===== src/rtl/i2c_rr_pkg.sv =====
package i2c_rr_pkg;
  typedef enum logic [2:0] {
    ST_IDLE,
    ST_START,
    ST_BIT,
    ST_RESTART,
    ST_STOP
  } seq_st_e;
endpackage


===== src/rtl/i2c_rr_qtick.sv =====
// Quarter-bit tick: one SCL period is four ticks of div_i/4 cycles.
module i2c_rr_qtick #(
  parameter int DIV_W = 16,
  localparam int QW = DIV_W - 2
) (
  input  logic             clk_i,
  input  logic             rst_ni,
  input  logic             run_i,
  input  logic [DIV_W-1:0] div_i,
  output logic             tick_o
);
  logic [QW-1:0] qlen, cnt_q;

  assign qlen   = (div_i[DIV_W-1:2] == '0) ? QW'(1) : div_i[DIV_W-1:2];
  assign tick_o = run_i && (cnt_q >= qlen - QW'(1));

  always_ff @(posedge clk_i or negedge rst_ni) begin
    if (!rst_ni)      cnt_q <= '0;
    else if (!run_i)  cnt_q <= '0;
    else if (tick_o)  cnt_q <= '0;
    else              cnt_q <= cnt_q + QW'(1);
  end


  tick_wrap_chk: assert property (@(posedge clk_i) disable iff (!rst_ni)
    tick_o |=> (cnt_q == '0));
endmodule


===== src/rtl/i2c_rr_table.sv =====
// Address/data pairs computed per entry.
module i2c_rr_table #(
  parameter int         N_TGT     = 4,
  parameter logic [6:0] BASE_ADDR = 7'h0A,
  parameter logic [7:0] BASE_DATA = 8'hA1,
  parameter logic [7:0] DATA_STEP = 8'h10,
  localparam int IW = (N_TGT > 1) ? $clog2(N_TGT) : 1
) (
  input  logic [IW-1:0] idx_i,
  output logic [6:0]    addr_o,
  output logic [7:0]    data_o
);
  logic [6:0] addr_tab [N_TGT];
  logic [7:0] data_tab [N_TGT];

  for (genvar g = 0; g < N_TGT; g++) begin : g_ent
    assign addr_tab[g] = BASE_ADDR + 7'(g);
    assign data_tab[g] = BASE_DATA + 8'(8'(g) * DATA_STEP);
  end

  assign addr_o = addr_tab[idx_i];
  assign data_o = data_tab[idx_i];
endmodule


===== src/rtl/i2c_rr_seq.sv =====
module i2c_rr_seq
  import i2c_rr_pkg::*;
#(
  parameter int N_TGT    = 4,
  parameter int IDLE_CYC = 1000,
  localparam int IW = (N_TGT > 1) ? $clog2(N_TGT) : 1,
  localparam int GW = $clog2(IDLE_CYC + 1)
) (
  input  logic          clk_i,
  input  logic          rst_ni,
  input  logic          tick_i,
  input  logic          sda_i,
  input  logic [6:0]    tgt_addr_i,
  input  logic [7:0]    tgt_data_i,
  output logic          run_o,
  output logic          scl_oe_o,
  output logic          sda_oe_o,
  output logic          busy_o,
  output logic          done_o,
  output logic          nack_o,
  output logic [IW-1:0] idx_o
);
  seq_st_e       st_q;
  logic [1:0]    ph_q;
  logic [3:0]    bit_q;
  logic [7:0]    sh_q;
  logic          hold_q;
  logic [1:0]    bcnt_q;
  logic [GW-1:0] gap_q;
  logic [IW-1:0] idx_q;
  logic          done_q, nack_q;
  logic          scl_lo, sda_lo, bit_lo;

  assign bit_lo = (bit_q == 4'd8) ? 1'b0 : ~sh_q[7];

  // Phases: 0,1 SCL low; 2,3 SCL high. Data changes in phase 1.
  always_comb begin
    scl_lo = 1'b0;
    sda_lo = 1'b0;
    unique case (st_q)
      ST_START: begin
        scl_lo = (ph_q == 2'd3);
        sda_lo = (ph_q != 2'd0);
      end
      ST_BIT: begin
        scl_lo = (ph_q < 2'd2);
        sda_lo = (ph_q == 2'd0) ? hold_q : bit_lo;
      end
      ST_RESTART: scl_lo = (ph_q < 2'd2);
      ST_STOP: begin
        scl_lo = (ph_q < 2'd2);
        sda_lo = (ph_q == 2'd1) || (ph_q == 2'd2);
      end
      default: ;
    endcase
  end

  always_ff @(posedge clk_i or negedge rst_ni) begin
    if (!rst_ni) begin
      st_q   <= ST_IDLE;
      ph_q   <= '0;
      bit_q  <= '0;
      sh_q   <= '0;
      hold_q <= 1'b0;
      bcnt_q <= '0;
      gap_q  <= '0;
      idx_q  <= '0;
      done_q <= 1'b0;
      nack_q <= 1'b0;
    end else begin
      done_q <= 1'b0;
      nack_q <= 1'b0;
      if (st_q == ST_IDLE) begin
        if (gap_q == GW'(IDLE_CYC - 1)) begin
          st_q  <= ST_START;
          ph_q  <= '0;
          gap_q <= '0;
        end else begin
          gap_q <= gap_q + GW'(1);
        end
      end else if (tick_i) begin
        ph_q <= ph_q + 2'd1;
        if (ph_q == 2'd3) begin
          unique case (st_q)
            ST_START: begin
              st_q   <= ST_BIT;
              bit_q  <= '0;
              sh_q   <= {tgt_addr_i, 1'b0};
              hold_q <= 1'b1;
              bcnt_q <= 2'd1;
            end
            ST_BIT: begin
              if (bit_q != 4'd8) begin
                sh_q   <= {sh_q[6:0], 1'b0};
                hold_q <= sda_lo;
                bit_q  <= bit_q + 4'd1;
              end else if (sda_i) begin
                nack_q <= 1'b1;
                st_q   <= ST_RESTART;
              end else if (bcnt_q != '0) begin
                sh_q   <= tgt_data_i;
                bcnt_q <= bcnt_q - 2'd1;
                bit_q  <= '0;
                hold_q <= 1'b0;
              end else begin
                st_q <= ST_STOP;
              end
            end
            ST_RESTART: st_q <= ST_START;
            ST_STOP: begin
              st_q   <= ST_IDLE;
              done_q <= 1'b1;
              idx_q  <= (idx_q == IW'(N_TGT - 1)) ? '0 : idx_q + IW'(1);
            end
            default: st_q <= ST_IDLE;
          endcase
        end
      end
    end
  end

  assign run_o    = (st_q != ST_IDLE);
  assign busy_o   = (st_q != ST_IDLE);
  assign scl_oe_o = scl_lo;
  assign sda_oe_o = sda_lo;
  assign done_o   = done_q;
  assign nack_o   = nack_q;
  assign idx_o    = idx_q;


  sda_hi_chg_chk: assert property (@(posedge clk_i) disable iff (!rst_ni)
    (!scl_lo && !$past(scl_lo) && (sda_lo != $past(sda_lo)))
      |-> ($past(st_q) == ST_START || $past(st_q) == ST_STOP));

  one_byte_chk: assert property (@(posedge clk_i) disable iff (!rst_ni)
    (st_q == ST_STOP) |-> (bcnt_q == '0));

  done_idle_chk: assert property (@(posedge clk_i) disable iff (!rst_ni)
    done_o |-> !busy_o);

  nack_done_chk: assert property (@(posedge clk_i) disable iff (!rst_ni)
    !(done_o && nack_o));

  idx_step_chk: assert property (@(posedge clk_i) disable iff (!rst_ni)
    (idx_q != $past(idx_q)) |-> done_o);
endmodule


===== src/rtl/i2c_rr_writer.sv =====
module i2c_rr_writer #(
  parameter int         N_TGT     = 4,
  parameter int         DIV_W     = 16,
  parameter int         IDLE_CYC  = 1000,
  parameter logic [6:0] BASE_ADDR = 7'h0A,
  parameter logic [7:0] BASE_DATA = 8'hA1,
  parameter logic [7:0] DATA_STEP = 8'h10,
  localparam int IW = (N_TGT > 1) ? $clog2(N_TGT) : 1
) (
  input  logic             clk_i,
  input  logic             rst_ni,
  input  logic [DIV_W-1:0] div_i,
  input  logic             sda_i,
  output logic             scl_oe_o,
  output logic             sda_oe_o,
  output logic             busy_o,
  output logic             done_o,
  output logic             nack_o,
  output logic [IW-1:0]    idx_o
);
  logic       run, tick;
  logic [6:0] tgt_addr;
  logic [7:0] tgt_data;

  i2c_rr_table #(
    .N_TGT(N_TGT), .BASE_ADDR(BASE_ADDR), .BASE_DATA(BASE_DATA), .DATA_STEP(DATA_STEP)
  ) u_table (
    .idx_i(idx_o), .addr_o(tgt_addr), .data_o(tgt_data)
  );

  i2c_rr_qtick #(.DIV_W(DIV_W)) u_qtick (
    .clk_i(clk_i), .rst_ni(rst_ni), .run_i(run), .div_i(div_i), .tick_o(tick)
  );

  i2c_rr_seq #(.N_TGT(N_TGT), .IDLE_CYC(IDLE_CYC)) u_seq (
    .clk_i(clk_i), .rst_ni(rst_ni), .tick_i(tick), .sda_i(sda_i),
    .tgt_addr_i(tgt_addr), .tgt_data_i(tgt_data), .run_o(run),
    .scl_oe_o(scl_oe_o), .sda_oe_o(sda_oe_o), .busy_o(busy_o),
    .done_o(done_o), .nack_o(nack_o), .idx_o(idx_o)
  );
endmodule


===== config.mk =====
export PLATFORM = sky130hd
export DESIGN_NAME = i2c_rr_writer
export DESIGN_NICKNAME = d
export VERILOG_FILES = /design/src/rtl/i2c_rr_pkg.sv /design/src/rtl/i2c_rr_qtick.sv /design/src/rtl/i2c_rr_table.sv /design/src/rtl/i2c_rr_seq.sv /design/src/rtl/i2c_rr_writer.sv
export SDC_FILE = /design/constraint.sdc
export NUM_CORES = 1
export LEC_CHECK = 0
export ABC_AREA = 1
export CELL_PAD_IN_SITES_DETAIL_PLACEMENT = 1
export CELL_PAD_IN_SITES_GLOBAL_PLACEMENT = 1
export CORE_ASPECT_RATIO = 0.5
export CORE_UTILIZATION = 40
export DETAILED_ROUTE_END_ITERATION = 10
export GPL_TIMING_DRIVEN = 0
export PLACE_DENSITY_LB_ADDON = 0.12
export RECOVER_POWER = 100
export SETUP_SLACK_MARGIN = 0.5
export SLEW_MARGIN = 40
export SYNTH_ARGS = -nofsm -noshare
export SYNTH_HDL_FRONTEND = slang
export SYNTH_SLANG_ARGS = --single-unit

===== constraint.sdc =====
create_clock -name clk_i -period 4.15 [get_ports clk_i]
set_input_delay 0.6225 -clock clk_i [delete_from_list [all_inputs] [get_ports clk_i]]
set_output_delay 0.6225 -clock clk_i [all_outputs]
set_load 0.01 [all_outputs]

== After elaboration in Yosys (flattened, before gate mapping) ==
Index checks and enable logic that the tools add are counted.
Word-level totals
  register bits after elaboration: 48
  bits in writable memories: 0
  input port bits: 19
  output and inout port bits: 7
  bits in latches: 0
  bits in read-only memories: 0
  memories kept: 0
Operators by class
  $mul: 0
  div/mod/pow operators: 0
  multiplexer cells: 52
  shifts and indexed selects: 0
  $lt $le $gt $ge: 3
  bitwise operators: 3
  $add $sub $neg: 7
  reductions and logical operators: 17
  eq/ne operators: 19
Operator list (number)
  14-bit 2-to-1 mux: 3
  8-bit 2-to-1 mux: 5
  3-bit 2-to-1 mux: 7
  8-bit binary-select mux with 2-bit select: 1
  8-bit case mux with 2 select lines: 1
  1-bit 2-to-1 mux: 15
  14-bit by 1-bit adder with 14-bit output, second input constant: 1
  7-bit binary-select mux with 2-bit select: 1
  14-bit greater-or-equal comparator: 1
  14-bit logical NOT: 1
  2-bit 2-to-1 mux: 7
  7-bit 2-to-1 mux: 2
  14-bit by 1-bit subtractor with 14-bit output, second input constant: 1
  4-bit 2-to-1 mux: 3
  10-bit by 1-bit adder with 10-bit output, second input constant: 1
  10-bit equality test, second input constant: 1
  10-bit 2-to-1 mux: 1
  2-bit nonzero test: 5
  3-bit case mux with 3 select lines: 1
  4-bit case mux with 2 select lines: 1
  7-bit AND reduction: 1
  2-bit equality test, second input constant: 3
  3-bit by 2-bit equality test with 1-bit output, second input constant: 2
  2-bit inequality test, second input constant: 3
  other kinds (29): 33

== Logic depth before layout (Yosys ltp) ==
Gate-level depths: netlist (run 1).
  depth in word-level cells: 8
  depth in mapped cells: 23
  depth with buffers taken out: 23

== By module ==
Synthesis (run 1) repeated with hierarchy kept, for this count alone.
Second synthesis, totals
  cell total of the unflattened synthesis: 470
  area total of the unflattened synthesis: 3490.8 um2
By module, submodules not included
  i2c_rr_seq: area an instance 1970.6 um2, cells each 265, times used 1, sequential area each 850.8 um2
  i2c_rr_qtick: area an instance 1403.8 um2, cells each 188, times used 1, sequential area each 350.3 um2
  i2c_rr_table: area an instance 116.4 um2, cells each 17, times used 1, sequential area each 0.0 um2

== Worst setup path before layout (run 1) ==
No wires, ideal clock.
  kind: input port to flip-flop
  start point: input port div_i[7]
  end point: register u_seq.sh_q[0]
  path slack: 1.126 ns
  stages on the path: 23
  arrival time: 2.908 ns
  library setup time: 0.117 ns
  cell sequence: nor2_1 -> nand2_1 -> nor2_1 -> nand3_1 -> nand2_1 -> inv_1 -> ha_1 -> nand2_1 -> nor3_1 -> xor2_1 -> inv_1 -> ha_1 -> nand2_1 -> inv_1 -> nand2_1 -> nand2_1 -> nor2_1 -> nand3_1 -> nand3_1 -> nor2_4 -> buf_6 -> nand2_1 -> nand2_1
On the way
  word-level cells in the longest chain between the ends: 6
Ends and longest elaborated chain
  from (decl): line i2c_rr_writer.sv:12  | input logic [DIV_W-1:0] div_i,
  14-bit logical NOT: line i2c_rr_qtick.sv:14  | assign qlen = (div_i[DIV_W-1:2] == '0) ? QW'(1) : div_i[DIV_W-1:2];
  14-bit 2-to-1 mux (*): line i2c_rr_qtick.sv:14
  14-bit by 1-bit subtractor with 14-bit output (*): line i2c_rr_qtick.sv:15  | assign tick_o = run_i && (cnt_q >= qlen - QW'(1));
  14-bit greater-or-equal comparator (*): line i2c_rr_qtick.sv:15
  1-bit logical AND (*): line i2c_rr_qtick.sv:15
  6-bit AND reduction (no line) (*)
  to (signal assigned): line i2c_rr_seq.sv:88  | sh_q <= {tgt_addr_i, 1'b0};
  to (signal assigned): line i2c_rr_seq.sv:94  | sh_q <= {sh_q[6:0], 1'b0};
  to (signal assigned): line i2c_rr_seq.sv:101  | sh_q <= tgt_data_i;
  to (decl): line i2c_rr_seq.sv:26  | logic [7:0] sh_q;
Mark *: on every way between the ends. The rest lies on a longest branch, timed or not.
A chain may end at the register's enable or synchronous reset.

== Worst setup path in the final report (run 1) ==
  start point: register u_seq.st_q[2]
  end point: output port busy_o
On the way
  word-level cells in the longest chain between the ends: 1
Ends and longest elaborated chain
  from (decl): line i2c_rr_seq.sv:23  | seq_st_e st_q;
  from (signal assigned): line i2c_rr_seq.sv:60  | st_q <= ST_IDLE;
  from (signal assigned): line i2c_rr_seq.sv:75  | st_q <= ST_START;
  from (signal assigned): line i2c_rr_seq.sv:86  | st_q <= ST_BIT;
  3-bit nonzero test: line i2c_rr_seq.sv:123  | assign busy_o = (st_q != ST_IDLE);
  to (decl): line i2c_rr_writer.sv:16  | output logic busy_o,
No other way between the ends.

==> results.md, run 1 <==
* Status: finished with violations
* Failing checks: max-capacitance violations, max-slew violations
* Placeable Area at 0.00749 mm^2
* Met3 Wirelength at 255 um
* Commonest cells after routing, fill and taps aside: nand2_1 (127), nor2_1 (57), dfrtp_1 (48)
* Starting Density at 42.3%
* Worst slew pin tran at 1.91 ns
* Fin crit share at 88.0%
* VDD IR max at 125 uV
* Worst setup EP type: output port
* Critical Path Fanout Max at 10
* N_diodes at 0
* FF/Latch Area at 0.00120 mm^2
* Routed Antenna Nets at 0
* Hold slack final at 0.402 ns
* Design Area, Final at 0.00376 mm^2
* Avg Cell Area, Syn at 7.42 um^2
* Setup TNS at 0 ns
* Power density over the cells at 249 mW/mm^2
* Max cap viols at 1
* Net Count, Synth at 469
* I/O pin count at 26
* Wire per inst at 14.7 um
* Ys flop type: dfrtp_1
* First-pass GRT wire length at 14.0 mm
* Synth cell types at 32
* Synthesized flop and latch total at 48
* RSZ-0062 raised after global routing: false
* CP Class: flip-flop to output port
* # fillers at 970
* Largest net degree at the start of global routing at 35
* Setup Skew at 0.00538 ns
* Total track usage at 21.5%
* Yosys top cell area share at 37.9%
* Std-Cell Rows at 22
* Gr ovfl total at 0
* Initial antenna violation count at 0
* Initial DRT Pass Iterations at 6
* Initial DRC Count at 106
* CP Launch Type: flip-flop
* Number of buffers created by CTS at 5
* Clk pin slew, worst setup/hold paths at 0.06 ns
* Vias in the first global route at 3,077
* Final WL at 8.37 mm
* Via density at 5.05
* Final core utilization at 50.3%
* WP data required at 3.53 ns
* CP arrival at 3.03 ns
* Post-synth EDFFs at 0
* Worst-Skew Late Latency at 0.29 ns
* Final setup viols at 0
* Highest Signal Layer: met4
* Placed cell areas at 0.00355 mm^2
* Final Max Slew Viols at 35
* Layout Nets at 504
* Fin. Hold Viols at 0
* Full die area at 0.00830 mm^2
* Wire length on met2 at 4.23 mm
* Buffers on Ports at 23
* Horiz. Die Dim at 128 um
* Mapped cell area at 0.00317 mm^2
* # DRC at 0
* Syn Inst Count at 427
* Commonest non-fill, non-tap cell in the layout: nand2_1
* RD Place Congestion at 0.784
* Die height at 64.9 um
* Pleak at 1.93 nW
* Layout area overhead at 18.8%
* Root Driver: clkbuf_16
* Share of layout cells above drive strength 1 at 8.42%
* Met1 wire length at 3.79 mm
* FFs w/ async S/R, synth at 100%
* Overall power at 939 uW
* H-tree depth at 2
* Vias at 2,886
* Multi-input gate area at 0.00178 mm^2
* Ys Warns at 0
* CTS max path bufs at 2
* Cell taking the most area after synthesis: dfrtp_1
* Post-detail-place hpwl at 6.36 mm
* Hold buffer count at cts at 0
* Ranking of synthesized cells by area: dfrtp_1 (38%), nand2_1 (16%), ha_1 (9.1%), nor2_1 (7.2%), inv_1 (5.5%)
* CTS tree: done
* Hold Path Class: input pin to asynchronous set/reset pin
* Sequential area share after synthesis at 37.9%
* Clock period minus worst slack at 3.65 ns
* Max_slew headroom at -27.3%
* # clock sinks at 48
* Fmax at 0.274 GHz
power by group:
group          internal, mW  total, mW  switching, mW
registers             0.468      0.468              0
logic                0.0265     0.0661         0.0396
clock network         0.237      0.405          0.167
metrics by stage:
stage	setup slack [ns]	instances
2_1_floorplan	1.13	427
6_report	0.496	571
3_5_place_dp	-0.144	559
3_3_place_gp	0.0219	558
4_1_cts	0.512	569
5_1_grt	0.269	571
logic make-up (layout without fill, tap and decap cells):
group	after synthesis	count (layout)	share of synthesized area, %
flip-flops	48	48	37.9
adder cells (fa/ha/maj)	23	23	9.08
AO/OA/AOI/OAI	33	33	5.77
XOR/XNOR	20	20	5.53
AND/OR/NAND/NOR	249	249	34.7
buffers and inverters	54	90	6.99
metal layers:
layer | vias up | track usage, %
met5 | - | 0
met4 | 0 | 5.00
met3 | 12 | 3.22
met2 | 38 | 41.3
met1 | 1406 | 25.3
li1 | 1430 | -
flip-flops by register name (all words and copies together), names as in the netlist, 2 cells and up:
name / cells
u_seq.st_q: 3
u_seq.bit_q: 4
u_seq.bcnt_q: 2
u_seq.idx_o: 2
u_qtick.cnt_q: 14
u_seq.sh_q: 8
u_seq.gap_q: 10
u_seq.ph_q: 2
worst max-delay path: stages (launching register included):
cell and delay (ns):
dfrtp_1 0.36, clkbuf_1 0.19, nor3_1 0.92, inv_1 0.39, clkbuf_1 0.34, clkdlybuf4s50_1 0.55
repair_timing:
action                                  CTS  global route
setup buffers                             2             2
endpoints found under the setup margin   38            37
pin swaps                                 2             3
gates resized for setup                  11            24
synthesized netlist by cell type, types with 3 or more instances:
cell,instances
inv_1,46
xor2_1,13
xnor2_1,7
a21oi_1,11
nor2_1,61
a31oi_1,3
inv_2,3
ha_1,23
dfrtp_1,48
nand3_1,22
nand4_1,5
o21ai_0,14
nor3b_1,4
nand3b_1,5
nand2_1,132
nor3_1,6
buf_2,3
final timing paths:
kind	start	end	slack [ns]	cells after the start
setup / recovery	u_seq.st_q[2]	busy_o	0.50	5
hold / removal	rst_ni	u_seq.sh_q[2]	0.40	1
setup reg to reg	u_seq.st_q[2]	u_seq.gap_q[6]	1.39	6
hold reg to reg	u_qtick.cnt_q[0]	u_qtick.cnt_q[0]	0.48	1
max in group asynchronous	rst_ni	u_qtick.cnt_q[4]	1.50	2
min in group clk_i	u_qtick.cnt_q[0]	u_qtick.cnt_q[0]	0.48	1
area by class of cell:
type / count / area share (%)
clock inverter: 2 / 0.266
timing repair buffer: 28 / 7.35
sequential: 48 / 31.9
multi-input combinational: 325 / 47.3
clock buffer: 6 / 3.69
inverter: 49 / 4.89
buffer: 5 / 0.997
tap: 108 / 3.59
(Power assumes the default switching activity.)
==> run 2: changes to the inputs <==
- DONT_BUFFER_PORTS: not set -> 1
- PLACE_DENSITY_LB_ADDON: 0.12 -> 0.1
==> results.md, run 2 (synthesized netlist as in run 1, its figures left out) <==
* Crit path from: div_i[7]
* Worst slew pin tran at 1.20 ns (-0.714 ns)
* Multi-input gate area at 0.00170 mm^2 (-4.3%)
* Final Max Slew Viols at 0 (-100%)
* Worst-Skew Late Latency at 0.29 ns (about the same)
* Crit path to: u_qtick.cnt_q[8]
* Setup TNS at 0 ns (unchanged)
* Die height at 64.9 um (unchanged)
* Hold Path Class: input pin to asynchronous set/reset pin
* R2R depth at 6 (unchanged)
* CTS max path bufs at 2 (unchanged)
* Post-CTS setup buffer count at 0 (-2)
* Status: finished, final reports clean
* Design Area, Final at 0.00342 mm^2 (-9.1%)
* Initial DRC Count at 65 (-39%)
* # fillers at 959 (-1.1%)
* VDD IR max at 154 uV (+23%)
* Horiz. Die Dim at 128 um (unchanged)
* FF-to-FF Start: u_seq.st_q[2]
* N_diodes at 0 (unchanged)
* R2R Path End: u_qtick.cnt_q[12]
* DP Worst Slack at 0.534 ns (+0.678 ns)
* Max cap viols at 0 (-1)
* Max_slew headroom at 19.7% (+47 points)
* I/O pin count at 26 (unchanged)
* # clock sinks at 48 (unchanged)
* Max FFs per register at 14 (unchanged)
* H-tree depth at 2 (unchanged)
* Root Driver: clkbuf_16
* FF/Latch Area at 0.00120 mm^2 (unchanged)
* # DRC at 0 (unchanged)
* Layout Nets at 476 (-5.6%)
* Initial antenna violation count at 0 (unchanged)
* Layout area overhead at 8.02%
* Vias in the first global route at 2,866 (-6.9%)
* CP arrival at 3.54 ns (+0.51 ns)
* Number of buffers created by CTS at 5 (unchanged)
* Hold buffer count at cts at 0 (unchanged)
* Post-detail-place hpwl at 5.86 mm (-7.9%)
* First-pass GRT wire length at 13.2 mm (-5.6%)
* Power density over the cells at 278 mW/mm^2 (+12%)
* Critical Path Fanout Max at 10 (unchanged)
* Largest Register: u_qtick.cnt_q
* Worst setup EP type: flip-flop
* WP data required at 4.35 ns (+0.82 ns)
* Std-Cell Rows at 22 (unchanged)
* Wire per inst at 13.7 um (-6.4%)
* Clk pin slew, worst setup/hold paths at 0.06 ns (about the same)
* Setup Skew at 0.00507 ns (-0.000310 ns)
* Commonest cells after routing, fill and taps aside: nand2_1 (132), nor2_1 (62), dfrtp_1 (48)
* Pleak at 1.70 nW (-12%)
* Initial DRT Pass Iterations at 4 (-2)
* Final WS setup at 0.804 ns (+0.308 ns)
* Largest regs: u_qtick.cnt_q x14, u_seq.gap_q x10, u_seq.sh_q x8
* CTS tree: done
* Starting Density at 42.3% (unchanged)
* RD Place Congestion at 0.786 (+0.27%)
* Full die area at 0.00830 mm^2 (unchanged)
* Reg2Reg Setup Slack at 1.31 ns (-0.08 ns)
* Final setup viols at 0 (unchanged)
* Vias at 2,705 (-6.3%)
* Routed Antenna Nets at 0 (unchanged)
* Total track usage at 20.3% (-1.1 points)
* Fmax at 0.299 GHz (+9.2%)
* Placeable Area at 0.00749 mm^2 (unchanged)
* Commonest non-fill, non-tap cell in the layout: nand2_1
* CP Launch Type: input pin
* Placed cell areas at 0.00330 mm^2 (-7.0%)
* Largest net degree at the start of global routing at 49 (+40%)
* Share of layout cells above drive strength 1 at 3.91% (-4.5 points)
* RSZ-0062 raised after global routing: false
* Post-cts resize count at 0 (-11)
* Clock period minus worst slack at 3.35 ns (-0.308 ns)
* Fin crit share at 80.6% (-7.4 points)
* Gr ovfl total at 0 (unchanged)
* Via density at 4.98 (-1.4%)
* Fin. Hold Viols at 0 (unchanged)
* Buffers on Ports at 0 (-100%)
* Final WL at 7.44 mm (-11%)
* CP Class: input pin to flip-flop
-- run 2: layer usage --
metal | global-route usage [%] | up-vias | part of all wire [%]
met5 | 0 | - | 0
met4 | 4.41 | 0 | 0.69
met3 | 3.47 | 6 | 2.8
met2 | 36.5 | 30 | 47
met1 | 25.8 | 1302 | 49
li1 | - | 1367 | -
-- run 2: metrics by stage --
step | cells | power, mW | util, % | hold slack [ns]
6_report | 543 | 0.952 | 45.7 | 0.0274
5_1_grt | 543 | 0.990 | 45.7 | 0.0122
4_1_cts | 543 | 0.966 | 46.3 | 0.0184
3_5_place_dp | 535 | 0.509 | 44.1 | 0.328
3_3_place_gp | 535 | 0.507 | 44.1 | 0.328
2_1_floorplan | 427 | 0.502 | - | 0.327
-- run 2: power by group --
part           total, mW  internal (mW)  switching [mW]
logic             0.0322         0.0127          0.0195
clock network      0.452          0.283           0.168
registers          0.468          0.468               0
-- run 2: cell type report --
class	count	share of cell area [%]
clock inverters	2	1.02
well taps	108	3.95
clock buffers	6	3.77
flip-flops and latches	48	35.1
plain buffers	5	0.987
multi-input cells	325	49.8
inverters	49	5.37
-- run 2: critical path, stage by stage --
cell and delay [ns]:
nor2_1 0.03, nand2_1 0.10, nor2_1 0.06, nand3_1 0.07
nand2_1 0.08, inv_1 0.15, ha_1 0.24, nand2_1 0.12
nor3_1 0.24, xor2_1 0.19, inv_1 0.07, ha_1 0.29
nand2_1 0.06, inv_1 0.04, nand2_1 0.06, nand2_1 0.04
nor2_1 0.14, nand2_1 0.07, nor2_1 0.15, nand2_1 0.21
clkbuf_1 0.29, nor3_1 0.20
-- run 2: how the worst min path moves through the flow --
| stage | start | to | slack (ns) | depth (start not counted) |
|---|---|---|---|---|
| CTS | rst_ni | u_seq.gap_q[6] | 0.02 | 0 |
| detailed placement | rst_ni | u_seq.idx_o[1] | 0.33 | 0 |
| global route | rst_ni | u_seq.gap_q[6] | 0.01 | 0 |
| global placement | rst_ni | u_seq.sh_q[1] | 0.33 | 0 |
| finish | rst_ni | u_seq.gap_q[6] | 0.03 | 0 |
| floorplan | rst_ni | u_qtick.cnt_q[0] | 0.33 | 0 |
==> run 3: changes to the inputs <==
- clock period: 4.15 -> 3.48 ns (I/O delays scaled with it)
==> results.md, run 3 (synthesized netlist as in run 1, its figures left out) <==
* Status: finished with violations
* Failing checks: max-capacitance violations, max-slew violations
* Std-Cell Rows at 22 (unchanged)
* Layout Nets at 482 (+1.3%)
* VDD IR max at 184 uV (+20%)
* Routed Antenna Nets at 0 (unchanged)
* Crit path from: u_seq.st_q[2]
* Design Area, Final at 0.00354 mm^2 (+3.4%)
* N_diodes at 0 (unchanged)
* R2R depth at 7 (+1)
* Root Driver: clkbuf_16
* Worst setup EP type: output port
* Fin crit share at 85.5%
* Total track usage at 20.5% (+0.20 points)
* H-tree depth at 2 (unchanged)
* Die height at 64.9 um (unchanged)
* Post-detail-place hpwl at 5.86 mm (unchanged)
* Initial antenna violation count at 0 (unchanged)
* FF-to-FF Start: u_seq.st_q[2]
* Max cap viols at 1 (+1)
* Full die area at 0.00830 mm^2 (unchanged)
* CP arrival at 2.45 ns (-1.09 ns)
* Number of buffers created by CTS at 5 (unchanged)
* Hold slack final at 0.373 ns (+0.346 ns)
* Via density at 5.00 (+0.41%)
* Placed Instances at 535 (unchanged)
* CTS max path bufs at 2 (unchanged)
* Final Max Slew Viols at 49 (+49)
* RSZ-0062 raised after global routing: false
* Largest regs: u_qtick.cnt_q x14, u_seq.gap_q x10, u_seq.sh_q x8
* Setup TNS at 0 ns (unchanged)
* Final core utilization at 47.3% (+1.6 points)
* Wire per inst at 14.0 um (+2.2%)
* DP Worst Slack at -0.0356 ns (-0.570 ns)
* Max_slew headroom at -71.0% (-91 points)
* Crit path to: sda_oe_o
* # DRC at 0 (unchanged)
* Initial DRT Pass Iterations at 4 (unchanged)
* Starting Density at 42.3% (unchanged)
* Hold Path Class: input pin to flip-flop
* Clock period minus worst slack at 2.98 ns
* Final setup viols at 0 (unchanged)
* R2R Path End: u_seq.gap_q[8]
* Pleak at 1.76 nW (+3.1%)
* Fin. Hold Viols at 0 (unchanged)
* First-pass GRT wire length at 13.4 mm (+1.1%)
* Worst hold path startpoint: sda_i
* # clock sinks at 48 (unchanged)
* Non-filler cells, final at 549 (+1.1%)
* Reg2Reg Setup Slack at 0.76 ns (-0.55 ns)
* WP data required at 2.96 ns (-1.39 ns)
* Fmax at 0.336 GHz
* Layout area overhead at 11.7%
* I/O pin count at 26 (unchanged)
* Horiz. Die Dim at 128 um (unchanged)
* Overall power at 1.15 mW (+21%)
* Gr ovfl total at 0 (unchanged)
* Worst slew pin tran at 2.57 ns (+1.37 ns)
* RD Place Congestion at 0.786 (unchanged)
* Max FFs per register at 14 (unchanged)
* CTS tree: done
* Vias in the first global route at 2,910 (+1.5%)
* Worst-Skew Late Latency at 0.29 ns (about the same)
* CP Class: flip-flop to output port
* Initial DRC Count at 50 (-23%)
* Setup Skew at 0.00461 ns (-0.000454 ns)
* Largest net degree at the start of global routing at 49 (unchanged)
* Commonest cells after routing, fill and taps aside: nand2_1 (131), nor2_1 (57), dfrtp_1 (48)
* Placed cell areas at 0.00330 mm^2 (unchanged)
* Placeable Area at 0.00749 mm^2 (unchanged)
* Final WS setup at 0.504 ns (-0.299 ns)
* Largest Register: u_qtick.cnt_q
* Commonest non-fill, non-tap cell in the layout: nand2_1
* Power density over the cells at 326 mW/mm^2 (+17%)
* Clk pin slew, worst setup/hold paths at 0.06 ns (about the same)
* CP Launch Type: flip-flop
* Vias at 2,746 (+1.5%)
* Buffers on Ports at 0 (unchanged)
* Critical Path Fanout Max at 9 (-1)
* Final WL at 7.69 mm (+3.3%)
* Share of layout cells above drive strength 1 at 7.26% (+3.3 points)
run 3: cell types whose count changed in the layout (fill, tap and decap cells not counted), sizes merged:
cell,before,now
buf,2,5
clkbuf,9,12
inv,48,49
clkinv,2,1
run 3: critical path, cell delays in order (launching register included):
cell      delay (ns)
dfrtp_1         0.36
clkbuf_1        0.19
nor3_1          0.99
nand2_4         0.24
nor2_1          0.17
o21bai_1        0.07
nand2_1         0.13
run 3: cell type report:
class	instances	area (um^2)
fill	951	3950
sequential	48	1200
clock buffer	6	129
tap	108	135
buffer	5	37.5
clock inverter	2	35.0
timing repair buffer	6	37.5
inverter	49	186
multi-input combinational	325	1780
run 3: worst min path at each step:
| stage | depth (start not counted) | slack [ns] | to |
|---|---|---|---|
| finish | 2 | 0.37 | u_seq.nack_o |
| global route | 2 | 0.37 | u_seq.nack_o |
| CTS | 1 | 0.09 | u_seq.gap_q[6] |
| detailed placement | 0 | 0.23 | u_seq.idx_o[1] |
| global placement | 0 | 0.23 | u_seq.sh_q[1] |
| floorplan | 0 | 0.23 | u_qtick.cnt_q[0] |
run 3: timing repair:
item                                    in CTS  in global routing
hold endpoints to repair                    48                  0
pin swaps                                    1                 12
gates cloned                                 0                  1
endpoints found under the setup margin      37                 37
gates resized for setup                      9                 22
setup buffers                                2                  2
hold buffers                                 1                  0
run 3: power breakdown:
part / internal, mW / switching (mW)
Clock: 0.338 / 0.204
Combinational: 0.0174 / 0.0355
Sequential: 0.558 / 0
run 3: per-layer routing:
metal  vias up  part of all wire (%)  track usage (%)
met3         7                   2.7             3.72
li1       1379                     -                -
met2        26                    48             37.0
met1      1334                    48             25.8
met5         -                     0                0
met4         0                  0.87             4.41
